$ cat config.mk
export PLATFORM = sky130hd
export DESIGN_NAME = ptw_walker
export DESIGN_NICKNAME = d
export VERILOG_FILES = /design/src/rtl/ptw_pkg.sv /design/src/rtl/ptw_addr_gen.sv /design/src/rtl/ptw_flag_merge.sv /design/src/rtl/ptw_walker.sv
export SDC_FILE = /design/constraint.sdc
export NUM_CORES = 1
export LEC_CHECK = 0
export ABC_AREA = 1
export BUFFER_PORTS_ARGS = -buffer_cell sky130_fd_sc_hd__buf_2
export CORE_MARGIN = 1.5
export CORE_UTILIZATION = 30
export DETAILED_ROUTE_END_ITERATION = 16
export PLACE_DENSITY = 0.54
export RECOVER_POWER = 25
export SYNTH_ARGS = -nofsm -noshare
export SYNTH_HDL_FRONTEND = slang
export SYNTH_SLANG_ARGS = --single-unit
$ cat constraint.sdc
create_clock -name clk -period 3.7 [get_ports clk]
set_input_delay 0.555 -clock clk [delete_from_list [all_inputs] [get_ports clk]]
set_output_delay 0.555 -clock clk [all_outputs]
set_load 0.02 [all_outputs]
$ cat src/rtl/ptw_pkg.sv
package ptw_pkg;
  localparam int VA_W     = 32;
  localparam int PA_W     = 40;
  localparam int DW       = 32;
  localparam int PG_SH    = 12;
  localparam int BIG_SH   = 21;
  localparam int PPN_W    = 28;
  localparam int PPN1_W   = 19;
  localparam int FLAG_W   = 10;
  localparam int L1_IDX_W = VA_W - BIG_SH;
  localparam int L2_IDX_W = BIG_SH - PG_SH;
  localparam int L1_ESZ_SH = 2;
  localparam int L2_ESZ_SH = 3;

  localparam int B_V = 31;
  localparam int B_T = 30;
  localparam int B_L = 29;
  localparam int B_R = 28;
  localparam int B_D = 22;

  typedef enum logic [1:0] {OP_RD = 2'd0, OP_LL = 2'd1, OP_SC = 2'd2} mem_op_e;
  typedef enum logic [1:0] {FLT_NONE = 2'd0, FLT_L1 = 2'd1, FLT_L2 = 2'd2} fault_e;

  function automatic logic [PA_W-1:0] l1_entry_addr(input logic [PA_W-1:0] root,
                                                     input logic [VA_W-1:0] va);
    logic [PA_W-1:0] off;
    off = PA_W'(va[VA_W-1:BIG_SH]) << L1_ESZ_SH;
    return root + off;
  endfunction

  function automatic logic [PA_W-1:0] l2_entry_addr(input logic [PPN_W-1:0] base,
                                                     input logic [VA_W-1:0] va);
    logic [PA_W-1:0] off;
    off = PA_W'(va[BIG_SH-1:PG_SH]) << L2_ESZ_SH;
    return {base, {PG_SH{1'b0}}} + off;
  endfunction

  function automatic logic [DW-1:0] missing_bits(input logic [DW-1:0] word,
                                                 input logic remote, input logic write);
    logic [DW-1:0] m;
    m = '0;
    if (!remote && !word[B_L]) m[B_L] = 1'b1;
    if (remote && !word[B_R])  m[B_R] = 1'b1;
    if (write && !word[B_D])   m[B_D] = 1'b1;
    return m;
  endfunction

  function automatic logic [PPN_W-1:0] big_ppn(input logic [DW-1:0] word,
                                               input logic [VA_W-1:0] va);
    return {word[PPN1_W-1:0], va[BIG_SH-1:PG_SH]};
  endfunction

  function automatic logic [FLAG_W-1:0] flags_of(input logic [DW-1:0] word);
    return word[DW-1 -: FLAG_W];
  endfunction
endpackage

$ cat src/rtl/ptw_addr_gen.sv
module ptw_addr_gen
  import ptw_pkg::*;
(
  input  logic [PA_W-1:0]  root,
  input  logic [VA_W-1:0]  va,
  input  logic [PPN_W-1:0] table_base,
  input  logic             second_word,
  output logic [PA_W-1:0]  l1_addr,
  output logic [PA_W-1:0]  l2_addr
);
  localparam logic [PA_W-1:0] WORD_BYTES = PA_W'(DW / 8);

  always_comb begin
    l1_addr = l1_entry_addr(root, va);
    l2_addr = l2_entry_addr(table_base, va) + (second_word ? WORD_BYTES : '0);
  end
endmodule

$ cat src/rtl/ptw_flag_merge.sv
module ptw_flag_merge
  import ptw_pkg::*;
(
  input  logic [DW-1:0] word,
  input  logic          remote,
  input  logic          write,
  output logic [DW-1:0] merged,
  output logic          need_update
);
  logic [DW-1:0] set_mask;

  always_comb begin
    set_mask    = missing_bits(word, remote, write);
    merged      = word | set_mask;
    need_update = |set_mask;
  end

  always_comb begin
    a_r6_access_bit_present: assert (merged[remote ? B_R : B_L]);
    a_r7_dirty_on_write: assert (!write || merged[B_D]);
  end
endmodule

$ cat src/rtl/ptw_walker.sv
module ptw_walker
  import ptw_pkg::*;
(
  input  logic              clk,
  input  logic              rst_n,
  input  logic [PA_W-1:0]   root_base,
  input  logic              miss_valid,
  input  logic [VA_W-1:0]   miss_va,
  input  logic              miss_write,
  input  logic              miss_remote,
  output logic              busy,
  output logic              mem_req,
  output logic [1:0]        mem_op,
  output logic [PA_W-1:0]   mem_addr,
  output logic [DW-1:0]     mem_wdata,
  input  logic              mem_ack,
  input  logic [DW-1:0]     mem_rdata,
  input  logic              mem_sc_ok,
  output logic              done,
  output logic              fault,
  output logic [1:0]        fault_code,
  output logic [VA_W-1:0]   fault_va,
  output logic [PPN_W-1:0]  ref_ppn,
  output logic [FLAG_W-1:0] ref_flags,
  output logic              ref_big
);
  typedef enum logic [2:0] {
    S_IDLE, S_L1_LL, S_L1_SC, S_L2_LL, S_L2_SC, S_L2_PPN, S_FIN
  } st_e;

  st_e               st;
  logic [PA_W-1:0]   root_q;
  logic [VA_W-1:0]   va_q;
  logic              wr_q, rem_q;
  logic [PPN_W-1:0]  tbase_q;
  logic [DW-1:0]     wdata_q;
  logic [FLAG_W-1:0] flags_q;
  logic [PPN_W-1:0]  ppn_q;
  logic              big_q, fault_q;
  fault_e            fcode_q;

  logic [PA_W-1:0] l1_addr, l2_addr;
  logic [DW-1:0]   merged;
  logic            need_update;
  logic            accept;
  logic            ack_valid_entry;
  logic            sc_refused;

  ptw_addr_gen u_addr (
    .root(root_q), .va(va_q), .table_base(tbase_q),
    .second_word(st == S_L2_PPN),
    .l1_addr(l1_addr), .l2_addr(l2_addr)
  );

  ptw_flag_merge u_merge (
    .word(mem_rdata), .remote(rem_q), .write(wr_q),
    .merged(merged), .need_update(need_update)
  );

  assign accept          = (st == S_IDLE) && miss_valid;
  assign ack_valid_entry = mem_ack && mem_rdata[B_V];
  assign sc_refused      = mem_ack && !mem_sc_ok;

  always_comb begin
    mem_req   = 1'b0;
    mem_op    = OP_RD;
    mem_addr  = '0;
    mem_wdata = '0;
    unique case (st)
      S_L1_LL:  begin mem_req = 1'b1; mem_op = OP_LL; mem_addr = l1_addr; end
      S_L1_SC:  begin mem_req = 1'b1; mem_op = OP_SC; mem_addr = l1_addr; mem_wdata = wdata_q; end
      S_L2_LL:  begin mem_req = 1'b1; mem_op = OP_LL; mem_addr = l2_addr; end
      S_L2_SC:  begin mem_req = 1'b1; mem_op = OP_SC; mem_addr = l2_addr; mem_wdata = wdata_q; end
      S_L2_PPN: begin mem_req = 1'b1; mem_op = OP_RD; mem_addr = l2_addr; end
      default: ;
    endcase
  end

  assign busy       = (st != S_IDLE);
  assign done       = (st == S_FIN);
  assign fault      = fault_q;
  assign fault_code = fcode_q;
  assign fault_va   = va_q;
  assign ref_ppn    = ppn_q;
  assign ref_flags  = flags_q;
  assign ref_big    = big_q;

  always_ff @(posedge clk) begin
    if (!rst_n) begin
      st      <= S_IDLE;
      root_q  <= '0;
      va_q    <= '0;
      wr_q    <= 1'b0;
      rem_q   <= 1'b0;
      tbase_q <= '0;
      wdata_q <= '0;
      flags_q <= '0;
      ppn_q   <= '0;
      big_q   <= 1'b0;
      fault_q <= 1'b0;
      fcode_q <= FLT_NONE;
    end else begin
      unique case (st)
        S_IDLE: if (accept) begin
          st      <= S_L1_LL;
          root_q  <= root_base;
          va_q    <= miss_va;
          wr_q    <= miss_write;
          rem_q   <= miss_remote;
          fault_q <= 1'b0;
          fcode_q <= FLT_NONE;
        end
        S_L1_LL: if (mem_ack) begin
          if (!ack_valid_entry) begin
            fault_q <= 1'b1;
            fcode_q <= FLT_L1;
            st      <= S_FIN;
          end else if (mem_rdata[B_T]) begin
            tbase_q <= mem_rdata[PPN_W-1:0];
            st      <= S_L2_LL;
          end else if (need_update) begin
            wdata_q <= merged;
            st      <= S_L1_SC;
          end else begin
            flags_q <= flags_of(mem_rdata);
            ppn_q   <= big_ppn(mem_rdata, va_q);
            big_q   <= 1'b1;
            st      <= S_FIN;
          end
        end
        S_L1_SC: if (mem_ack) begin
          if (sc_refused) st <= S_L1_LL;
          else begin
            flags_q <= flags_of(wdata_q);
            ppn_q   <= big_ppn(wdata_q, va_q);
            big_q   <= 1'b1;
            st      <= S_FIN;
          end
        end
        S_L2_LL: if (mem_ack) begin
          if (!ack_valid_entry) begin
            fault_q <= 1'b1;
            fcode_q <= FLT_L2;
            st      <= S_FIN;
          end else if (need_update) begin
            wdata_q <= merged;
            st      <= S_L2_SC;
          end else begin
            flags_q <= flags_of(mem_rdata);
            st      <= S_L2_PPN;
          end
        end
        S_L2_SC: if (mem_ack) begin
          if (sc_refused) st <= S_L2_LL;
          else begin
            flags_q <= flags_of(wdata_q);
            st      <= S_L2_PPN;
          end
        end
        S_L2_PPN: if (mem_ack) begin
          ppn_q <= mem_rdata[PPN_W-1:0];
          big_q <= 1'b0;
          st    <= S_FIN;
        end
        S_FIN: st <= S_IDLE;
        default: st <= S_IDLE;
      endcase
    end
  end

  a_r1_idle_quiet: assert property (@(posedge clk) disable iff (!rst_n)
    !busy |-> (!mem_req && !done));

  a_r2_request_held: assert property (@(posedge clk) disable iff (!rst_n)
    (mem_req && !mem_ack) |=> (mem_req && $stable(mem_addr) && $stable(mem_op)));

  a_r5_fault_coded: assert property (@(posedge clk) disable iff (!rst_n)
    (done && fault) |-> (fault_code != FLT_NONE));

  a_r9_retry_same_entry: assert property (@(posedge clk) disable iff (!rst_n)
    (mem_ack && mem_op == OP_SC && !mem_sc_ok)
      |=> (mem_req && mem_op == OP_LL && mem_addr == $past(mem_addr)));

  a_r10_done_releases: assert property (@(posedge clk) disable iff (!rst_n)
    done |=> !busy);

  a_r10_busy_from_accept: assert property (@(posedge clk) disable iff (!rst_n)
    (!busy && miss_valid) |=> (busy && mem_req && mem_op == OP_LL));
endmodule

==> flow_metrics.tcl, run 1 <==
set metrics [dict create \
    drive_gt1_share_pct 15.5 \
    rr_worst_depth 10 \
    peakVddDrop_uv 324 \
    max_freq_ghz 0.290 \
    multi_input_area_um2 4570 \
    cp_top_family "compound AO/OA/AOI/OAI gates" \
    clkLatencyLatePin_ns 0.44 \
    yosys_register_bits 179 \
    syn_avg_cell_area_um2 6.39 \
    cp-end-kind "primary output" \
    power_density_nw_per_um2 777 \
    fill_cells 3345 \
    yosys.area_share.simple_pct 29.9 \
    final_cell_mix "305 x nand2_1, 247 x nor2_1, 186 x buf_2" \
    cp.required_ns 3.14 \
    worst_hold_slack_ns 0.323 \
    critPathLaunchType "flop" \
    setup_viol 0 \
    crit_slowest_cell "o21ai_0" \
    fin_util_pct 37.6 \
    synth.area.top_cells "dfxtp_1 39%, nand2_1 13%, nor2_1 10%" \
    period_share_pct 93.1 \
    cts_hold_buf 0 \
    reg2reg_from "st[2]" \
    finalClockSkew_ns 0.0119 \
    hp-class "in -> reg" \
    fin_area_um2 11200 \
    cpPeakStageDelay_ns 0.45 \
    cts-root-buf "clkbuf_16" \
    setup_slack_ns 0.256 \
    crit_type "reg -> out" \
    r2r_slack_ns 0.97 \
    grt_first_pass_wirelength_mm 52.8 \
    status "completed" \
    h-tree-depth 4 \
    drtPass1Iterations 7 \
    p_leak_nw 5.18 \
    yosys_warnings 0 \
    cts_setup_buffers 0 \
    ios 262 \
    yosysSeqAreaShare_pct 39.5 \
    drc 0 \
    grt_start_max_net_pins 74 \
    grt_overflow_total 0 \
    post-synth-top-area-cell "dfxtp_1" \
    grt_antenna_before_repair 3 \
    diodes 0 \
    cts_buffer_depth 2 \
    fp.dieH_um 177 \
    die_area_um2 31300 \
    worst_pin_slew_ns 0.813 \
    grt_setup_unrepaired "no" \
    wire_per_inst_um 17.1 \
    synth_top_area_share_pct 39.5 \
    dp_hpwl_mm 26.8 \
    crit_buf_inv 2 \
    seq_area_um2 3580 \
    nets 1760 \
    drv_slew 0 \
    vias_per_cell 4.81 \
    syn_to_final_growth_pct 23.0 \
    cp.arrival_ns 2.89 \
    finalHoldViolCount 0 \
    ant_nets 0 \
    clk_pin_slew_worst_paths_ns 0.09 \
    layout_commonest_cell "nand2_1" \
    syn_inst 1422 \
    synthDistinctLibCells 32 \
    whs_endpoint "fault_va[30]" \
    place_area_um2 10700 \
    core_area_um2 29700 \
    grt_pass1_vias 9344 \
    r2r_end "st[2]" \
    place.gp.congestion 0.920 \
    crit_chain "ha_1 -> nand3_1 -> nand3_1 -> inv_1 -> o21ai_0 -> nand2_1 -> nand2_1 -> nor2_1 -> o21ai_0 -> buf_2" \
    cts_buffers 17 \
    relSlewSlack_pct 45.8 \
    synth_area_um2 9080 \
    tritoncts "built" \
    tns_ns 0 \
    track_usage_pct 22.0 \
    vias 9820 \
    cts_sinks 179 \
    rows 63 \
    synthAdderAreaFrac_pct 1.74 \
    synth_top_family_by_area "simple AND/OR/NAND/NOR gates" \
    synth-compound-area-share_pct 18.6 \
    cp_max_fo 7 \
    dieWidth_um 177 \
    maxCapViolCount 0 \
    synth_fp_nets 1545 \
    drtIter0Drc 661 \
    min_from "miss_va[30]" \
    io_buffers 261 \
    worstHoldPathCells 3 \
    post-place-ws_ns 0.677 \
    start_util_pct 30.6 \
    synthMuxAreaShare_pct 0 \
    yosys.area_share.xor_xnor_pct 0 \
    drt-total-wl_mm 34.8 \
    period_needed_ns 3.44 \
]
==> power by group <==
part           switching, W  internal, W  total, W
sequential         0.000336      0.00241   0.00275
combinational       0.00297      0.00113   0.00410
clock              0.000928     0.000906   0.00183
==> layer usage <==
metal  global-route usage [%]  wire length [um]
met2                     34.3             15300
met4                     6.78               764
met1                     30.0             16200
met5                        0                 7
met3                     5.28              2500
==> how the worst max path moves through the flow <==
stage                             from  slack, ns  cells past startpoint      endpoint
final                     fault_va[23]       0.26                     10  mem_addr[15]
after global routing      fault_va[21]       0.13                     12  mem_addr[18]
after CTS                        st[2]       0.19                      6       mem_req
after detailed placement         st[2]       0.68                      6       mem_req
after global placement           st[2]       0.68                      6       mem_req
after floorplan           fault_va[21]       0.96                     11  mem_addr[22]
==> worst register-to-register path: stages (launching register included) <==
cell and delay, ns:
dfxtp_1 0.44, inv_2 0.10, nand2_2 0.40, nand2_1 0.48, inv_4 0.45, nand3_1 0.22
nand2_1 0.10, nand2_1 0.11, inv_1 0.10, o21ai_0 0.13, a21oi_1 0.14
==> repair_timing <==
item	4_1_cts	5_1_grt
endpoints found under the setup margin	0	1
gates resized for setup	0	2
hold endpoints to repair	0	0
==> stage by stage <==
stage / power (W) / instances
2_1_floorplan: 0.00555 / 1422
3_3_place_gp: 0.00694 / 2008
3_5_place_dp: 0.00694 / 2008
4_1_cts: 0.00880 / 2040
5_1_grt: 0.00934 / 2040
6_report: 0.00868 / 2040
==> kinds of logic (layout without fill, tap and decap cells) <==
family	count (synthesis)	in the layout
simple gates	674	674
fa+ha+maj	12	12
flops	179	179
buf+inv	232	460
compound gates	325	325
==> registers in the layout, summed over array words and instances (netlist names), 2 cells and up <==
name        flops
ref_ppn        28
st              3
tbase_q        28
root_q         40
ref_flags      10
fault_code      2
wdata_q        32
fault_va       32
==> synth_stat cells <==
cell and n:
o31ai_1 1, a221oi_1 1, nor3_1 22, a21oi_1 117
a211oi_1 1, ha_1 11, o21bai_1 4, o211ai_1 3
clkbuf_2 1, o32ai_1 2, clkbuf_1 43, o221ai_1 5
o22ai_1 9, nand2_2 4, nor2_4 1, buf_1 9
nand3_1 80, o21a_1 1, inv_1 145, nand2_1 304
or2_2 5, fa_1 1, nor2_1 246, nand4_1 4
nor2_2 5, dfxtp_1 179, o21ai_0 173, inv_2 9
buf_2 15, buf_4 10, and2_1 3, o21ai_1 8
==> cell type report <==
class	count	area share, %
clock buffer	17	3.81
clock inverter	15	1.49
inverter	154	5.20
multi-input combinational	1011	40.9
sequential	179	32.1
tap	390	4.37
timing repair buffer	274	12.1
Power figures use the tool's default switching activity.
==> inputs of run 2 (changes only) <==
==> constraint.sdc (replaced) <==
create_clock -name clk -period 3.7 [get_ports clk]
set_input_delay 0.74 -clock clk [delete_from_list [all_inputs] [get_ports clk]]
set_output_delay 0.74 -clock clk [all_outputs]
set_load 0.02 [all_outputs]
==> run 2 against run 1 <==
Net effect:
- the flow now finishes with violations (max-capacitance violations)
- critical path depth rose by 2
- combinational power barely moved
- register-to-register slack improved by 0.14 ns
- first-iteration DRC count rose by 23%
- global-route usage rose by 0.21 points
- worst hold slack improved by 0.13 ns
- sequential power barely moved
- count of clock-buffer cells in the layout did not move
- routed wire length rose by 1.4%
- utilization rose by 0.11 points
- critical path type unchanged
- largest cell class unchanged
- largest power group unchanged
==> flow_metrics.tcl, run 2 (synthesis results as in run 1) <==
set metrics [dict create \
    ant_nets 0 \
    vias_per_cell 4.84 \
    start_util_pct 30.6 \
    tritoncts "built" \
    period_needed_ns 3.51 \
    io_buffers 261 \
    nets 1764 \
    clkLatencyLatePin_ns 0.43 \
    violations "max-capacitance violations" \
    clk_pin_slew_worst_paths_ns 0.08 \
    setup_slack_ns 0.192 \
    regMostFlops "root_q" \
    critPathLaunchType "flop" \
    cts_hold_buf 0 \
    finalClockSkew_ns 0.0134 \
    crit_buf_inv 1 \
    drtPass1Iterations 5 \
    drv_slew 0 \
    grt_overflow_total 0 \
    cts-root-buf "clkbuf_16" \
    period_share_pct 94.8 \
    crit_slowest_cell "fa_1" \
    cts_buffer_depth 2 \
    worst_pin_slew_ns 1.50 \
    finalHoldViolCount 0 \
    ios 262 \
    drtIter0Drc 815 \
    vias 9905 \
    tns_ns 0 \
    peakVddDrop_uv 331 \
    multi_input_area_um2 4580 \
    dp_hpwl_mm 27.0 \
    cpPeakStageDelay_ns 0.45 \
    drc 0 \
    grt_pass1_vias 9315 \
    power_density_nw_per_um2 785 \
    fin_area_um2 11200 \
    drive_gt1_share_pct 15.8 \
    cp.arrival_ns 2.77 \
    cts_sinks 179 \
    drt-total-wl_mm 35.3 \
    p_leak_nw 5.19 \
    cp_max_fo 9 \
    h-tree-depth 4 \
    grt_antenna_before_repair 3 \
    crit_type "reg -> out" \
    cp.required_ns 2.96 \
    track_usage_pct 22.3 \
    fill_cells 3349 \
    relSlewSlack_pct 0.321 \
    fin_util_pct 37.7 \
    place.gp.congestion 0.935 \
    maxCapViolCount 1 \
    fin_total_pwr_w 0.00880 \
    seq_area_um2 3580 \
    status "complete, but fails checks" \
    layout_commonest_cell "nand2_1" \
    hp-class "reg -> reg" \
    post-place-ws_ns 0.635 \
    syn_to_final_growth_pct 23.4 \
    rows 63 \
    largest_register_ffs 40 \
    grt_setup_unrepaired "no" \
    dieWidth_um 177 \
    cp-end-kind "primary output" \
    setup_viol 0 \
    fp.dieH_um 177 \
    place_area_um2 10700 \
    core_area_um2 29700 \
    cts_buffers 17 \
    cp_top_family "simple AND/OR/NAND/NOR gates" \
    grt_first_pass_wirelength_mm 53.4 \
    crit_chain "ha_1 -> fa_1 -> nand3_1 -> nand3_1 -> nand2_1 -> nand2_1 -> nand2_1 -> nand2_1 -> nand2_1 -> nor2_1 -> o21ai_0 -> buf_2" \
    die_area_um2 31300 \
    crit_top_cell "nand2_1" \
    grt_start_max_net_pins 75 \
    max_freq_ghz 0.285 \
    wire_per_inst_um 17.3 \
    final_cell_mix "304 x nand2_1, 245 x nor2_1, 186 x buf_2" \
]
run 2: report_power, final:
part | switching [W] | internal [W] | leakage, nW
logic | 0.00298 | 0.00115 | 3.43
clock network | 0.000987 | 0.000933 | 0.297
registers | 0.000340 | 0.00241 | 1.47
run 2: metal layers:
metal  vias to the layer above  wire length, um  track usage (%)  part of all wire [%]
li1                       5008                -                -                     -
met1                      4526            16500             30.2                    47
met2                       332            15600             35.2                    44
met3                        37             2510             4.79                   7.1
met4                         2              681             6.60                   1.9
met5                         -               13                0                 0.037
run 2: layout make-up:
class	count	area share [%]
diodes	1	0.0223
clock buffers	17	3.80
clock inverters	15	1.76
inverters	154	5.16
multi-input cells	1011	40.9
flip-flops and latches	179	32.0
well taps	390	4.36
repair buffers	278	12.0
run 2: worst register-to-register path, cell delays in order, from the launching register on:
cell	delay [ns]
dfxtp_1	0.35
inv_1	0.09
nand2_2	0.14
nor2_2	0.07
inv_1	0.09
nand2_2	0.28
a21oi_1	0.28
nand2_2	0.25
inv_2	0.53
buf_4	0.29
nor2_1	0.05
nor2_1	0.09
run 2: what timing repair did:
action                                  CTS  global route
hold endpoints to repair                  0             0
buffers inserted                          0             0
gates resized for setup                   0             3
endpoints found under the setup margin    0             6
run 2: path summary, 6_finish.rpt:
check / from / to / slack (ns) / cells past startpoint
setup reg to reg: st[1] / ref_ppn[8] / 1.11 / 11
hold / removal: wdata_q[23] / wdata_q[23] / 0.45 / 2
setup / recovery: fault_va[21] / mem_addr[22] / 0.19 / 12
hold reg to reg: wdata_q[23] / wdata_q[23] / 0.45 / 2
run 2: through the flow:
stage | hold WS, ns | cells
after floorplan | 0.424 | 1422
after global placement | 0.434 | 2012
after detailed placement | 0.435 | 2012
after CTS | 0.449 | 2044
after global routing | 0.465 | 2045
final | 0.450 | 2045
